<file path="src/rtl/tmr_pkg.sv">
package tmr_pkg;
  typedef enum logic [1:0] {
    MODE_CAPT   = 2'd0,
    MODE_RELOAD = 2'd1,
    MODE_BAUD   = 2'd2,
    MODE_CLKO   = 2'd3
  } tmr_mode_e;
endpackage

</file>
<file path="src/rtl/tmr_prescaler.sv">
module tmr_prescaler #(
  parameter int unsigned DIV_SLOW = 12,
  parameter int unsigned DIV_FAST = 4,
  parameter int unsigned DIV_GEN  = 2
) (
  input  logic clk_i,
  input  logic rst_ni,
  input  logic run_i,
  input  logic fast_i,
  input  logic gen_i,
  output logic tick_o
);
  localparam int unsigned DMAX0 = (DIV_SLOW > DIV_FAST) ? DIV_SLOW : DIV_FAST;
  localparam int unsigned DMAX  = (DMAX0 > DIV_GEN) ? DMAX0 : DIV_GEN;
  localparam int unsigned PW    = $clog2(DMAX + 1);

  logic [PW-1:0] pre_q;
  logic [PW-1:0] lim;

  // generator uses force the short divider
  always_comb begin
    if (gen_i)       lim = PW'(DIV_GEN - 1);
    else if (fast_i) lim = PW'(DIV_FAST - 1);
    else             lim = PW'(DIV_SLOW - 1);
  end

  assign tick_o = run_i && (pre_q >= lim);

  always_ff @(posedge clk_i or negedge rst_ni) begin
    if (!rst_ni)                pre_q <= '0;
    else if (!run_i || tick_o)  pre_q <= '0;
    else                        pre_q <= pre_q + 1'b1;
  end
endmodule

</file>
<file path="src/rtl/tmr_count_core.sv">
module tmr_count_core
  import tmr_pkg::*;
#(
  parameter int unsigned W = 16
) (
  input  logic         clk_i,
  input  logic         rst_ni,
  input  logic         tick_i,
  input  tmr_mode_e    mode_i,
  input  logic         dir_up_i,
  input  logic         wr_cnt_i,
  input  logic [W-1:0] wr_data_i,
  input  logic [W-1:0] reload_i,
  output logic [W-1:0] count_o,
  output logic         ovf_o
);
  logic [W-1:0] cnt_q, cnt_d;
  logic at_top, at_floor, going_down;

  assign at_top     = &cnt_q;
  assign at_floor   = (cnt_q == reload_i);
  assign going_down = (mode_i == MODE_RELOAD) && !dir_up_i;

  always_comb begin
    cnt_d = cnt_q;
    ovf_o = 1'b0;
    if (wr_cnt_i) begin
      cnt_d = wr_data_i;
    end else if (tick_i) begin
      if (going_down) begin
        if (at_floor) begin
          cnt_d = '1;
          ovf_o = 1'b1;
        end else begin
          cnt_d = cnt_q - 1'b1;
        end
      end else if (at_top) begin
        ovf_o = 1'b1;
        cnt_d = (mode_i == MODE_CAPT) ? '0 : reload_i;
      end else begin
        cnt_d = cnt_q + 1'b1;
      end
    end
  end

  always_ff @(posedge clk_i or negedge rst_ni) begin
    if (!rst_ni) cnt_q <= '0;
    else         cnt_q <= cnt_d;
  end

  assign count_o = cnt_q;
endmodule

</file>
<file path="src/rtl/tmr_capture.sv">
module tmr_capture #(
  parameter int unsigned W = 16
) (
  input  logic         clk_i,
  input  logic         rst_ni,
  input  logic         arm_i,
  input  logic         trig_i,
  input  logic         wr_cap_i,
  input  logic [W-1:0] wr_data_i,
  input  logic [W-1:0] count_i,
  output logic [W-1:0] cap_o,
  output logic         fall_o
);
  logic trig_q;
  logic [W-1:0] cap_q;

  assign fall_o = arm_i && trig_q && !trig_i;

  always_ff @(posedge clk_i or negedge rst_ni) begin
    if (!rst_ni) begin
      trig_q <= 1'b0;
      cap_q  <= '0;
    end else begin
      trig_q <= trig_i;
      if (wr_cap_i)    cap_q <= wr_data_i;
      else if (fall_o) cap_q <= count_i;
    end
  end

  assign cap_o = cap_q;
endmodule

</file>
<file path="src/rtl/tmr_event_out.sv">
module tmr_event_out
  import tmr_pkg::*;
(
  input  logic      clk_i,
  input  logic      rst_ni,
  input  tmr_mode_e mode_i,
  input  logic      ovf_i,
  input  logic      fall_i,
  input  logic      clr_i,
  output logic      ovf_flag_o,
  output logic      ext_flag_o,
  output logic      baud_tick_o,
  output logic      clk_out_o
);
  always_ff @(posedge clk_i or negedge rst_ni) begin
    if (!rst_ni) begin
      ovf_flag_o  <= 1'b0;
      ext_flag_o  <= 1'b0;
      baud_tick_o <= 1'b0;
      clk_out_o   <= 1'b0;
    end else begin
      // set beats clear
      if (ovf_i)      ovf_flag_o <= 1'b1;
      else if (clr_i) ovf_flag_o <= 1'b0;
      if (fall_i)     ext_flag_o <= 1'b1;
      else if (clr_i) ext_flag_o <= 1'b0;
      baud_tick_o <= ovf_i && (mode_i == MODE_BAUD);
      if (ovf_i && (mode_i == MODE_CLKO)) clk_out_o <= !clk_out_o;
    end
  end
endmodule

</file>
<file path="src/rtl/cap_reload_timer.sv">
module cap_reload_timer
  import tmr_pkg::*;
#(
  parameter int unsigned CNT_W    = 16,
  parameter int unsigned DIV_SLOW = 12,
  parameter int unsigned DIV_FAST = 4,
  parameter int unsigned DIV_GEN  = 2
) (
  input  logic             clk_i,
  input  logic             rst_ni,
  input  logic             run_i,
  input  logic             fast_tb_i,
  input  logic [1:0]       mode_i,
  input  logic             dir_up_i,
  input  logic             trig_i,
  input  logic             wr_en_i,
  input  logic             wr_sel_i,
  input  logic [CNT_W-1:0] wr_data_i,
  input  logic             clr_flags_i,
  output logic [CNT_W-1:0] count_o,
  output logic [CNT_W-1:0] cap_o,
  output logic             ovf_flag_o,
  output logic             ext_flag_o,
  output logic             baud_tick_o,
  output logic             clk_out_o
);
  tmr_mode_e mode;
  logic tick, ovf_evt, fall_evt, gen_use;

  assign mode    = tmr_mode_e'(mode_i);
  assign gen_use = (mode == MODE_BAUD) || (mode == MODE_CLKO);

  tmr_prescaler #(
    .DIV_SLOW(DIV_SLOW),
    .DIV_FAST(DIV_FAST),
    .DIV_GEN (DIV_GEN)
  ) u_presc (
    .clk_i (clk_i),
    .rst_ni(rst_ni),
    .run_i (run_i),
    .fast_i(fast_tb_i),
    .gen_i (gen_use),
    .tick_o(tick)
  );

  tmr_count_core #(.W(CNT_W)) u_core (
    .clk_i    (clk_i),
    .rst_ni   (rst_ni),
    .tick_i   (tick),
    .mode_i   (mode),
    .dir_up_i (dir_up_i),
    .wr_cnt_i (wr_en_i && !wr_sel_i),
    .wr_data_i(wr_data_i),
    .reload_i (cap_o),
    .count_o  (count_o),
    .ovf_o    (ovf_evt)
  );

  tmr_capture #(.W(CNT_W)) u_capt (
    .clk_i    (clk_i),
    .rst_ni   (rst_ni),
    .arm_i    (mode == MODE_CAPT),
    .trig_i   (trig_i),
    .wr_cap_i (wr_en_i && wr_sel_i),
    .wr_data_i(wr_data_i),
    .count_i  (count_o),
    .cap_o    (cap_o),
    .fall_o   (fall_evt)
  );

  tmr_event_out u_evt (
    .clk_i      (clk_i),
    .rst_ni     (rst_ni),
    .mode_i     (mode),
    .ovf_i      (ovf_evt),
    .fall_i     (fall_evt),
    .clr_i      (clr_flags_i),
    .ovf_flag_o (ovf_flag_o),
    .ext_flag_o (ext_flag_o),
    .baud_tick_o(baud_tick_o),
    .clk_out_o  (clk_out_o)
  );
endmodule

</file>
<file path="config.mk">
export PLATFORM = sky130hd
export DESIGN_NAME = cap_reload_timer
export DESIGN_NICKNAME = d
export VERILOG_FILES = /design/src/rtl/tmr_pkg.sv /design/src/rtl/tmr_prescaler.sv /design/src/rtl/tmr_count_core.sv /design/src/rtl/tmr_capture.sv /design/src/rtl/tmr_event_out.sv /design/src/rtl/cap_reload_timer.sv
export SDC_FILE = /design/constraint.sdc
export NUM_CORES = 1
export LEC_CHECK = 0
export ABC_CLOCK_PERIOD_IN_PS = 5700
export CAP_MARGIN = 20
export CORE_MARGIN = 2
export CORE_UTILIZATION = 40
export CTS_BUF_LIST = sky130_fd_sc_hd__clkbuf_16
export CTS_CLUSTER_SIZE = 10
export DETAILED_ROUTE_END_ITERATION = 8
export DONT_BUFFER_PORTS = 1
export PLACE_DENSITY = 0.51
export SETUP_SLACK_MARGIN = 0.02
export SYNTH_ARGS = -nofsm -noshare
export SYNTH_HDL_FRONTEND = slang
export SYNTH_HIERARCHICAL = 1
export SYNTH_SLANG_ARGS = --single-unit
</file>
<file path="constraint.sdc">
create_clock -name clk_i -period 5.7 [get_ports clk_i]
set_input_delay 1.14 -clock clk_i [delete_from_list [all_inputs] [get_ports clk_i]]
set_output_delay 1.14 -clock clk_i [all_outputs]
set_load 0.01 [all_outputs]
</file>
==> reports/summary.md, run 1 <==
Share of the synthesized netlist area taken by xor and xnor gates: 0.107. The final setup violation count is 0, and the residual overflow from global routing is 0. Among all flip-flop cells after synthesis, the most frequent one is dfrtp_1.

On the worst path, the slowest cell contributes a delay of 0.76 ns. The y dimension of the die was 93.2 µm. The worst setup path is launched from a primary input. The number of pins exceeding their max-slew limit in the final report is 0. For this run, the top clock speed supported by timing is 294 MHz.

The via count of the first global-routing pass is 2,729, and the number of optimization iterations in the first detailed-route pass is 4. By area, the combinational part of the netlist is dominated by simple AND/OR/NAND/NOR gates. The number of top-level pins was 63; the measured slew at the worst slew-check pin was 1.13 ns.

Counting along the longest clock path gives a buffer depth of 2. The run gives 0.00484 ns as the maximum clock skew at final layout. Walking the worst path, the cells encountered are or2_2, ha_1, inv_1, nor2_1, o21a_1, nor2b_1, a221oi_1, a41oi_1. In the final design database the tool counted 378 nets.

For this design the ratio of total power to cell area is 361 nW/µm². The count of buffers added on input and output ports is 0. The final non-filler cell total was 449.

The flow ran to the end, and the final reports show no timing, DRC or antenna violations. The number of hold violations in the final report was 0; the diode insertion count for antenna repair was 0. The fraction of layout cells with a size suffix above 1 is 0.127. From synthesis to final layout, the design area changed by 3.78%.

After technology mapping, the gate count stands at 371. The clock-pin transition on the worst setup and hold timing paths is 0.06 ns, and the HPWL after detailed placement is 6450 µm. In this run the core area contains 32 standard-cell rows. Number of setup buffers added after CTS: 0.

For the clock latency on the worst-skew pair, the log shows 0.29 ns. Hold repair after CTS inserted 0 buffers. In the layout the commonest cells are dfrtp_1 (41), a21oi_1 (33), xnor2_1 (32), nand2_1 (26). After detailed placement, the total cell area comes to 3160 µm².

The area share of fa/ha/maj cells after synthesis was 0.0197. The sink count of the clock tree is 41. The endpoint class of the critical path was a flop. The headroom to the max-slew limit was 0.241.

The run gives 42 as the largest net degree at the start of global routing. The detailed router put a total of 4350 µm of wire on met1. For the initial antenna violation count, the log shows 0. Dividing the detail-routed wire length by the instance count gives 20.7 µm. The synthesized-area fraction occupied by and/or/nand/nor cells works out to 0.253.

Worst min-delay path category: flop to flop. The number of vias in the routed layout came out at 2,746. STA puts the critical path data required time at 5.90 ns.

Yosys mapped a number of flops with a built-in enable equal to 0. The weighted congestion at the end of routability-driven global placement is 0.893, and the max-cap violation count is 0. The synthesized design contains 41 register bits.

Startpoint-to-endpoint class of the critical path: primary input to flop. The slowest stage of the critical path belongs to the cell nor2b_1. The floorplan step defined a die boundary enclosing 8680 µm². The logs give 3300 µm² for the final standard cell area without fillers and 6 for the number of warnings issued by yosys.

The tools report the remaining number of nets flagged by the antenna check after routing as 0. Maximum fanout along the worst path: 17. The most common cell after layout, fill and taps aside is dfrtp_1. The period utilization was 0.596. The tools report the total global routing track utilization as 0.225.

TritonCTS built the clock tree. The number of DRC violations after detailed routing is 0, and the area of the core region is 7730 µm². For this block, the routed nets add up to 9280 µm of wire.

The cell total after placement was 441; the post-cts sizing count was 0. The logs give 0.322 for the sequential element share of the synthesized area and 403 for the number of nets produced by synthesis. The tools report the effective utilization at floorplan as 0.412.

The tree is rooted in a clkbuf_16. After the first detailed-routing iteration, the DRC count stood at 156. On the critical path the largest part of the delay comes from simple AND/OR/NAND/NOR gates.

Share of cell area taken by muxes after synthesis: 0. The overall die width is 93.2 µm, and the highest ir drop seen on vdd is 0.122 mV. The count of buffer and inverter cells on the critical path was 1; the static leakage was 1.22 nW.

Counting the buffers created by CTS gives 5. The H-tree generated during clock tree synthesis spans 2 levels. Setup repair after global routing left no endpoint under its margin. STA puts the critical path data arrival time at 3.59 ns. The setup TNS after final layout is 0 ns, and the minimum clock period after layout is 3.40 ns.

The tools report the met2 wire length as 4250 µm. The tools report the synthesized cell area as 3180 µm². The top metal layer carrying routed signals was met4. The synthesized netlist contains 56 unique library cells. The proportion of synthesized flip-flops having asynchronous set or reset is 1.00, and the met3 layer wire length in the routed design is 487 µm.

The via density per instance works out to 6.12. Post-synthesis compound-gate area fraction: 0.233. The first global-routing pass estimated 15,300 µm of wire. The average cell area after synthesis works out to 8.58 µm².
## report_power, final
| group | leakage [nW] | internal, mW | total, mW | switching, mW |
|---|---|---|---|---|
| logic | 0.655 | 0.185 | 0.366 | 0.181 |
| registers | 0.498 | 0.346 | 0.539 | 0.193 |
| clock network | 0.0696 | 0.161 | 0.286 | 0.125 |
## per-stage QoR
step	power, mW	util	hold WS [ns]	setup WS, ns
2_1_floorplan	0.831	-	0.468	2.71
3_3_place_gp	0.910	0.409	0.500	2.02
3_5_place_dp	0.911	0.409	0.494	1.99
4_1_cts	1.20	0.427	0.503	2.32
5_1_grt	1.28	0.427	0.533	2.05
6_report	1.19	0.427	0.500	2.30
## worst reg2reg max path: stages (launching register included)
cell	delay [ns]
dfrtp_1	0.66
ha_1	0.32
nand3_1	0.23
or3_1	0.48
nor3_2	0.91
a221oi_1	0.23
o31ai_1	0.23
## final timing paths
path	from	endpoint	slack, ns	cells after the start
min in group asynchronous	rst_ni	u_presc/pre_q[2]	0.54	0
hold reg to reg	u_presc/pre_q[0]	u_presc/pre_q[0]	0.50	1
setup reg to reg	u_core/count_o[1]	u_core/count_o[13]	2.55	6
max in group asynchronous	rst_ni	u_core/count_o[8]	5.07	0
setup / recovery	fast_tb_i	u_core/count_o[0]	2.30	8
hold / removal	u_presc/pre_q[0]	u_presc/pre_q[0]	0.50	1
## cell families after synthesis
group,count (synthesis)
compound gates,107
flops,41
fa+ha+maj,5
xor+xnor,39
simple gates,137
buf+inv,42
## area by class of cell
cell class / instances / area, µm²
clock inverter: 3 / 17.5
clock buffer: 5 / 125
sequential: 41 / 1030
fill: 775 / 4430
timing repair buffer: 2 / 15.0
inverter: 8 / 35.0
multi-input combinational: 288 / 1960
tap: 102 / 128
## flip-flops by register name, summed over array words and instances, names as in the netlist
signal / flops
u_evt/ovf_flag_o: 1
u_capt/trig_q: 1
u_evt/ext_flag_o: 1
u_evt/baud_tick_o: 1
u_evt/clk_out_o: 1
u_capt/cap_o: 16
u_presc/pre_q: 4
u_core/count_o: 16
## synthesized netlist by cell type (10+ instances only)
library cell	count	area share
a21oi_1	33	0.052
a21oi_2	18	0.050
buf_2	12	0.019
clkbuf_1	19	0.022
dfrtp_1	41	0.32
nand2_1	26	0.031
nand3_1	10	0.016
nor2_1	16	0.019
nor2b_1	18	0.035
nor3_1	10	0.016
nor3b_1	15	0.035
o21ai_0	10	0.016
o31ai_1	14	0.033
xnor2_1	32	0.088
## metal layers
metal	GRT usage	vias to the layer above
met4	0.0723	0
met1	0.309	1359
met2	0.359	79
met5	0	-
li1	-	1294
met3	0.0387	14
(Power assumes the default switching activity.)
==> run 2, diff against run 1 <==
Settings changed: ABC_CLOCK_PERIOD_IN_PS 5700 to 2950, PLACE_DENSITY 0.51 to 0.53.
Clock period 5.7 ns to 2.95 ns, I/O delays scaled along.
==> reports/summary.md, run 2 (synthesis gave the netlist of run 1 again) <==
The cell at the root of the clock tree was clkbuf_16. The tools report the number of pins exceeding their max-slew limit in the final report as 0. In the layout the commonest cells are dfrtp_1 (41), a21oi_1 (33), xnor2_1 (32), nand2_1 (26), buf_4 (20). The HPWL after detailed placement is 7100 µm. The congestion estimate from routability-driven global placement came to 0.929. Clock-pin slew was measured on the worst setup and hold paths at 0.06 ns. STA puts the critical path data arrival time at 2.70 ns.

The number of H-tree levels came out at 2. Maximum clock skew at final layout: 0.00434 ns. Library cell contributing the largest single delay on the critical path: dfrtp_1. For the number of vias in the routed layout, the log shows 2,855. The area of the die came out at 8680 µm². The initial antenna violation count is 0. The worst min-delay path category was primary input to async pin.

Via density per instance: 6.10. The region available for standard cell placement spans 7730 µm². Critical path launch point: u_core/count_o[5].

The power per standard cell area works out to 719 nW/µm². In the final timing run, aggregate negative setup slack is 0 ns. The run gives 0.46 ns as the reg2reg setup slack. For the max-cap violation count, the log shows 0.

Most prevalent standard cell on the critical path: nand3_1. The fraction of layout cells with a size suffix above 1 was 0.169; the diode insertion count for antenna repair was 0. The number of top-level pins was 63. The maximum fanout along the worst path is 11. The tools report the critical register-to-register path endpoint as u_core/count_o[0]. Setup repair after global routing left no endpoint under its margin.

After detailed routing, the average wire length per cell comes to 21.2 µm. The logs give 3.15 ns for the critical path data required time and 468 for the final non-filler cell total. Counting tap cells, the placed design contains a total of 459 instances. In this run the vertical extent of the chip is 93.2 µm. The period utilization is 0.845, and the final setup violation count is 0. STA classifies the critical path endpoint as a flop.

The overall die width came out at 93.2 µm. In this run, CTS created clock tree buffers numbering 5. The clock passes through at most 2 buffers. Wires add up to 9920 µm. The worst slack on hold paths came out at 0.133 ns. Entering global routing, the biggest net connects 42 pins.

Once the clock tree was built, the resizer swapped 0 gates to a different size. For this run the aggregate overflow at the end of global routing stands at 0. The number of cells on the worst reg-to-reg path is 6.

In the routed design, unresolved DRC markers number 0. The via count of the first global-routing pass came out at 2,810. Top achievable clock speed: 401 MHz.

For the headroom to the max-slew limit, the log shows 0.582. For the effective utilization at floorplan, the log shows 0.412. The first detailed-routing pass took 4 iterations. For the clock latency on the worst-skew pair, the log shows 0.29 ns. The logs give 0.231 for the total global routing track utilization and 0.371 mV for the highest ir drop seen on vdd.

The run finished with clean final reports. The first global-routing pass estimated 15,600 µm of wire. For this design the static power due to leakage is 1.33 nW. The count of nets left with antenna violations once routing finished came out at 0.

Row generation in the floorplan step produced 32 rows. The clock net in this run drives a total of 41 sinks. For the pin with the worst max-slew slack, the measured transition is 0.627 ns. Traced cell by cell, the critical path runs through nand3_1, or3_1, nor3_2, buf_4, nand3_1, a41oi_1. STA classifies the critical path startpoint as a flop. TritonCTS built the clock tree. After the last flow step, the layout net total stands at 397. Leaving out fill and tap cells, the most frequent cell in the layout is dfrtp_1. The worst path needs 2.49 ns of the cycle, external delays included.

Startpoint-to-endpoint class of the critical path: flop to flop. Buffers placed on the I/O ports in this run total 0. The run gives 209 as the detailed router's first-iteration violation count. Number of hold violations in the final report: 0.

The highest cell delay on the worst timing path works out to 0.65 ns. Area growth from synthesis to layout: 9.63%. The startpoint identified for the worst register-to-register timing path is u_core/count_o[5].
run 2: changes by cell type in the layout (fill, tap and decap cells not counted):
cell | before | now
buf_4 | 2 | 20
clkinv_1 | 0 | 1
clkinv_2 | 2 | 0
bufinv_16 | 0 | 1
buf_16 | 0 | 1
run 2: area by class of cell:
cell class	count	area (µm²)
multi-input combinational	288	1960
timing repair buffer	21	178
tap	102	128
inverter	8	35.0
sequential	41	1030
clock buffer	5	125
fill	769	4240
clock inverter	3	41.3
run 2: how the worst max path moves through the flow:
| stage | end | slack (ns) | cells past startpoint |
|---|---|---|---|
| global route | u_core/count_o[11] | 0.31 | 5 |
| finish | u_core/count_o[0] | 0.46 | 6 |
| global placement | u_core/count_o[0] | 0.50 | 6 |
| detailed placement | u_core/count_o[0] | 0.47 | 9 |
| floorplan | u_core/count_o[3] | 0.51 | 11 |
| CTS | u_core/count_o[0] | 0.49 | 6 |
run 2: where the power goes:
group          total, mW  internal (mW)  switching (mW)
Clock              0.639          0.397           0.242
Combinational      0.953          0.427           0.526
Sequential         0.916          0.671           0.245
run 2: worst max-delay path, delay by kind of cell, from the launching register on:
family	cells	cell delay [ns]
flip-flops	1	0.65
AND/OR/NAND/NOR	4	1.30
buffers and inverters	1	0.23
AO/OA/AOI/OAI	1	0.23
run 2: stage by stage:
| stage | setup slack (ns) | cell area [µm²] | total power [mW] | util |
|---|---|---|---|---|
| 6_report | 0.456 | 3490 | 2.51 | 0.451 |
| 2_1_floorplan | 0.512 | 3180 | 1.61 | - |
| 3_3_place_gp | 0.505 | 3290 | 1.85 | 0.426 |
| 4_1_cts | 0.486 | 3490 | 2.52 | 0.451 |
| 5_1_grt | 0.310 | 3490 | 2.66 | 0.451 |
| 3_5_place_dp | 0.470 | 3290 | 1.85 | 0.426 |
run 2: per-layer routing:
layer / global-route usage / wire length [µm] / vias to the layer above
met5: 0 / 0 / -
met4: 0.0368 / 89 / 0
met3: 0.0419 / 588 / 9
met2: 0.393 / 4670 / 98
met1: 0.311 / 4570 / 1408
li1: - / - / 1340
run 2: timing repair:
action,4_1_cts,5_1_grt
hold buffers,1,0
buffers inserted,0,0
endpoints found under the hold margin,41,0
==> run 3, diff against run 2 <==
Settings changed: ABC_CLOCK_PERIOD_IN_PS 2950 to 2500, PLACE_DENSITY 0.53 to 0.51.
Clock period 2.95 ns to 2.5 ns, I/O delays scaled along.
==> reports/summary.md, run 3 (synthesis gave the netlist of run 1 again) <==
Internal power comes to 1.83 mW. Across the VDD grid, the largest voltage drop is 0.301 mV. The area of the core region was 7730 µm². For the total global routing track utilization, the log shows 0.241. In the layout the commonest cells are dfrtp_1 (41), a21oi_1 (33), xnor2_1 (32), buf_4 (30), nand2_1 (26).

The number of hold violations in the final report came out at 0. The logs give 0 for the number of pins exceeding their max-slew limit in the final report and 9770 µm for the total length of routed wires. The logs give 4 for the number of optimization iterations in the first detailed-route pass and 0.566 for the headroom to the max-slew limit.

The initial antenna violation count was 0. The die is 93.2 µm tall. The library cell used most frequently in the layout, excluding fill and tap cells, is dfrtp_1. The worst setup path is captured at a flop. Clock skew on the completed layout was measured at 0.00410 ns.

Number of DRC violations after detailed routing: 0. The power spent charging and discharging nets is 1.22 mW. Startpoint-to-endpoint class of the critical path: flop to flop. TritonCTS built the clock tree. The run gives 182 as the detailed router's first-iteration violation count. The layout has 766 filler cells.

The count of nets left with antenna violations once routing finished came out at 0. For the setup TNS after final layout, the log shows 0 ns. The number of nets in the finished design is 408. Setup violations remaining at the end of the flow were counted as 0. The logs give 0.254 for the portion of total power attributed to the clock network and 0.330 for the share of power burned in registers.

Measured slew at the worst slew-check pin: 0.651 ns. Entering global routing, the biggest net connects 42 pins. Clock tree buffer depth: 2. The HPWL after detailed placement is 7030 µm.

Counting cells, the worst reg-to-reg path comes to 7. The count of standard-cell rows is 32. The number of H-tree levels is 2.

For the number of buffers added by the clock tree synthesis step, the log shows 5. The count of buffer and inverter cells on the critical path works out to 1. In this run the worst path has a maximum fanout of 7. The static leakage is 1.40 nW.

Highest cell delay on the worst timing path: 0.47 ns. The critical path goes through ha_1, nand3_1, or3_1, nor3_2, buf_4, a211oi_1, o31ai_1. After detailed routing, the number of vias per cell comes to 5.90. For the number of top-level pins, the log shows 63.

The top achievable clock speed is 448 MHz, and the reg2reg setup slack is 0.27 ns. Residual overflow from global routing: 0. The fraction of layout cells with a size suffix above 1 came out at 0.196.

Among all stages on the critical path, the largest delay is contributed by or3_1. Data arrives at the worst endpoint at 2.43 ns. The worst setup path is launched from a flop. The critical register-to-register path endpoint is u_core/count_o[14].

After layout, the design draws a total of 3.05 mW. The flow ran to the end, and the final reports show no timing, DRC or antenna violations. For the max-cap violation count, the log shows 0.

The die is 93.2 µm wide. The worst min-delay path category is primary input to async pin. The period utilization was 0.893; the clock-pin transition on the worst setup and hold timing paths was 0.07 ns.

For the worst-skew pair, the clock arrives at the later sink with an insertion delay of 0.29 ns. The tools report the weighted congestion at the end of routability-driven global placement as 0.886. The global-route wire length before repair was 16,300 µm; the final routed wire length divided by cell count was 20.4 µm. The floorplan step defined a die boundary enclosing 8680 µm². The switching power share of the total is 0.400. The clock period could shrink to 2.23 ns. The post-cts sizing count is 0. The combinational fraction of design power is 0.416. The run gives 0.412 as the effective utilization at floorplan. For this design the ratio of total power to cell area is 850 nW/µm². 0 antenna diodes ended up in the layout.

Among cell families on the critical path, the largest total delay comes from simple AND/OR/NAND/NOR gates. The tree is rooted in a clkbuf_16. Setup repair after global routing left no endpoint under its margin. The critical register-to-register path startpoint is u_core/count_o[0]. The critical path starts at u_core/count_o[0]. Relative to the synthesized area, the layout overhead comes to 12.8%. Across all layers, the routed design uses 2,826 vias. STA puts the critical path data required time at 2.70 ns. For the final design utilization, the log shows 0.464. For the number of setup buffers added after CTS, the log shows 0. Buffers placed on the I/O ports in this run total 0. The logs give 2,991 for the via count of the first global-routing pass and 41 for the sink count of the clock tree.
run 3: cell count changes in the layout (fill, tap and decap cells not counted):
| cell | previous run | this run |
|---|---|---|
| buf_12 | 0 | 1 |
| buf_4 | 20 | 30 |
| clkinv_1 | 1 | 0 |
| clkinv_4 | 0 | 1 |
run 3: final cells by class:
| cell class | count | area [µm²] | share of cell area |
|---|---|---|---|
| Inverter | 8 | 35.0 | 0.00976 |
| Clock buffer | 5 | 125 | 0.0349 |
| Sequential cell | 41 | 1030 | 0.286 |
| Multi-Input combinational cell | 288 | 1960 | 0.545 |
| Timing Repair Buffer | 32 | 273 | 0.0760 |
| Clock inverter | 3 | 46.3 | 0.0129 |
| Tap cell | 102 | 128 | 0.0356 |
run 3: power by group through the flow:
| stage | combinational (mW) | clock (mW) | sequential (mW) |
|---|---|---|---|
| detailed placement | 1.24 | 0 | 1.02 |
| global route | 1.41 | 0.817 | 1.04 |
| floorplan | 0.909 | 0 | 0.986 |
| global placement | 1.23 | 0 | 1.02 |
| finish | 1.27 | 0.775 | 1.01 |
| CTS | 1.26 | 0.781 | 1.01 |
run 3: stage by stage:
step,area (µm²),worst slack [ns],hold slack [ns],cells
6_report,3590,0.267,0.0527,479
5_1_grt,3590,0.112,0.0587,479
4_1_cts,3590,0.271,0.0587,479
3_5_place_dp,3390,0.282,0.206,470
3_3_place_gp,3390,0.317,0.206,470
2_1_floorplan,3180,0.152,0.204,371
run 3: repair_timing:
action | 4_1_cts | 5_1_grt
hold endpoints to repair | 41 | 0
hold buffers | 1 | 0
endpoints found under the setup margin | 0 | 0
run 3: worst max path at each step:
stage | cells after the start | slack (ns) | end
2_1_floorplan | 11 | 0.15 | u_core/count_o[3]
3_3_place_gp | 5 | 0.32 | u_core/count_o[12]
3_5_place_dp | 9 | 0.28 | u_core/count_o[0]
4_1_cts | 7 | 0.27 | u_core/count_o[14]
5_1_grt | 7 | 0.11 | u_core/count_o[10]
6_report | 7 | 0.27 | u_core/count_o[14]
run 3: routing by layer:
layer | vias up | share of wire | track usage
li1 | 1355 | - | -
met1 | 1367 | 0.46 | 0.332
met2 | 95 | 0.46 | 0.390
met3 | 9 | 0.068 | 0.0483
met4 | 0 | 0.011 | 0.0539
met5 | - | 0 | 0
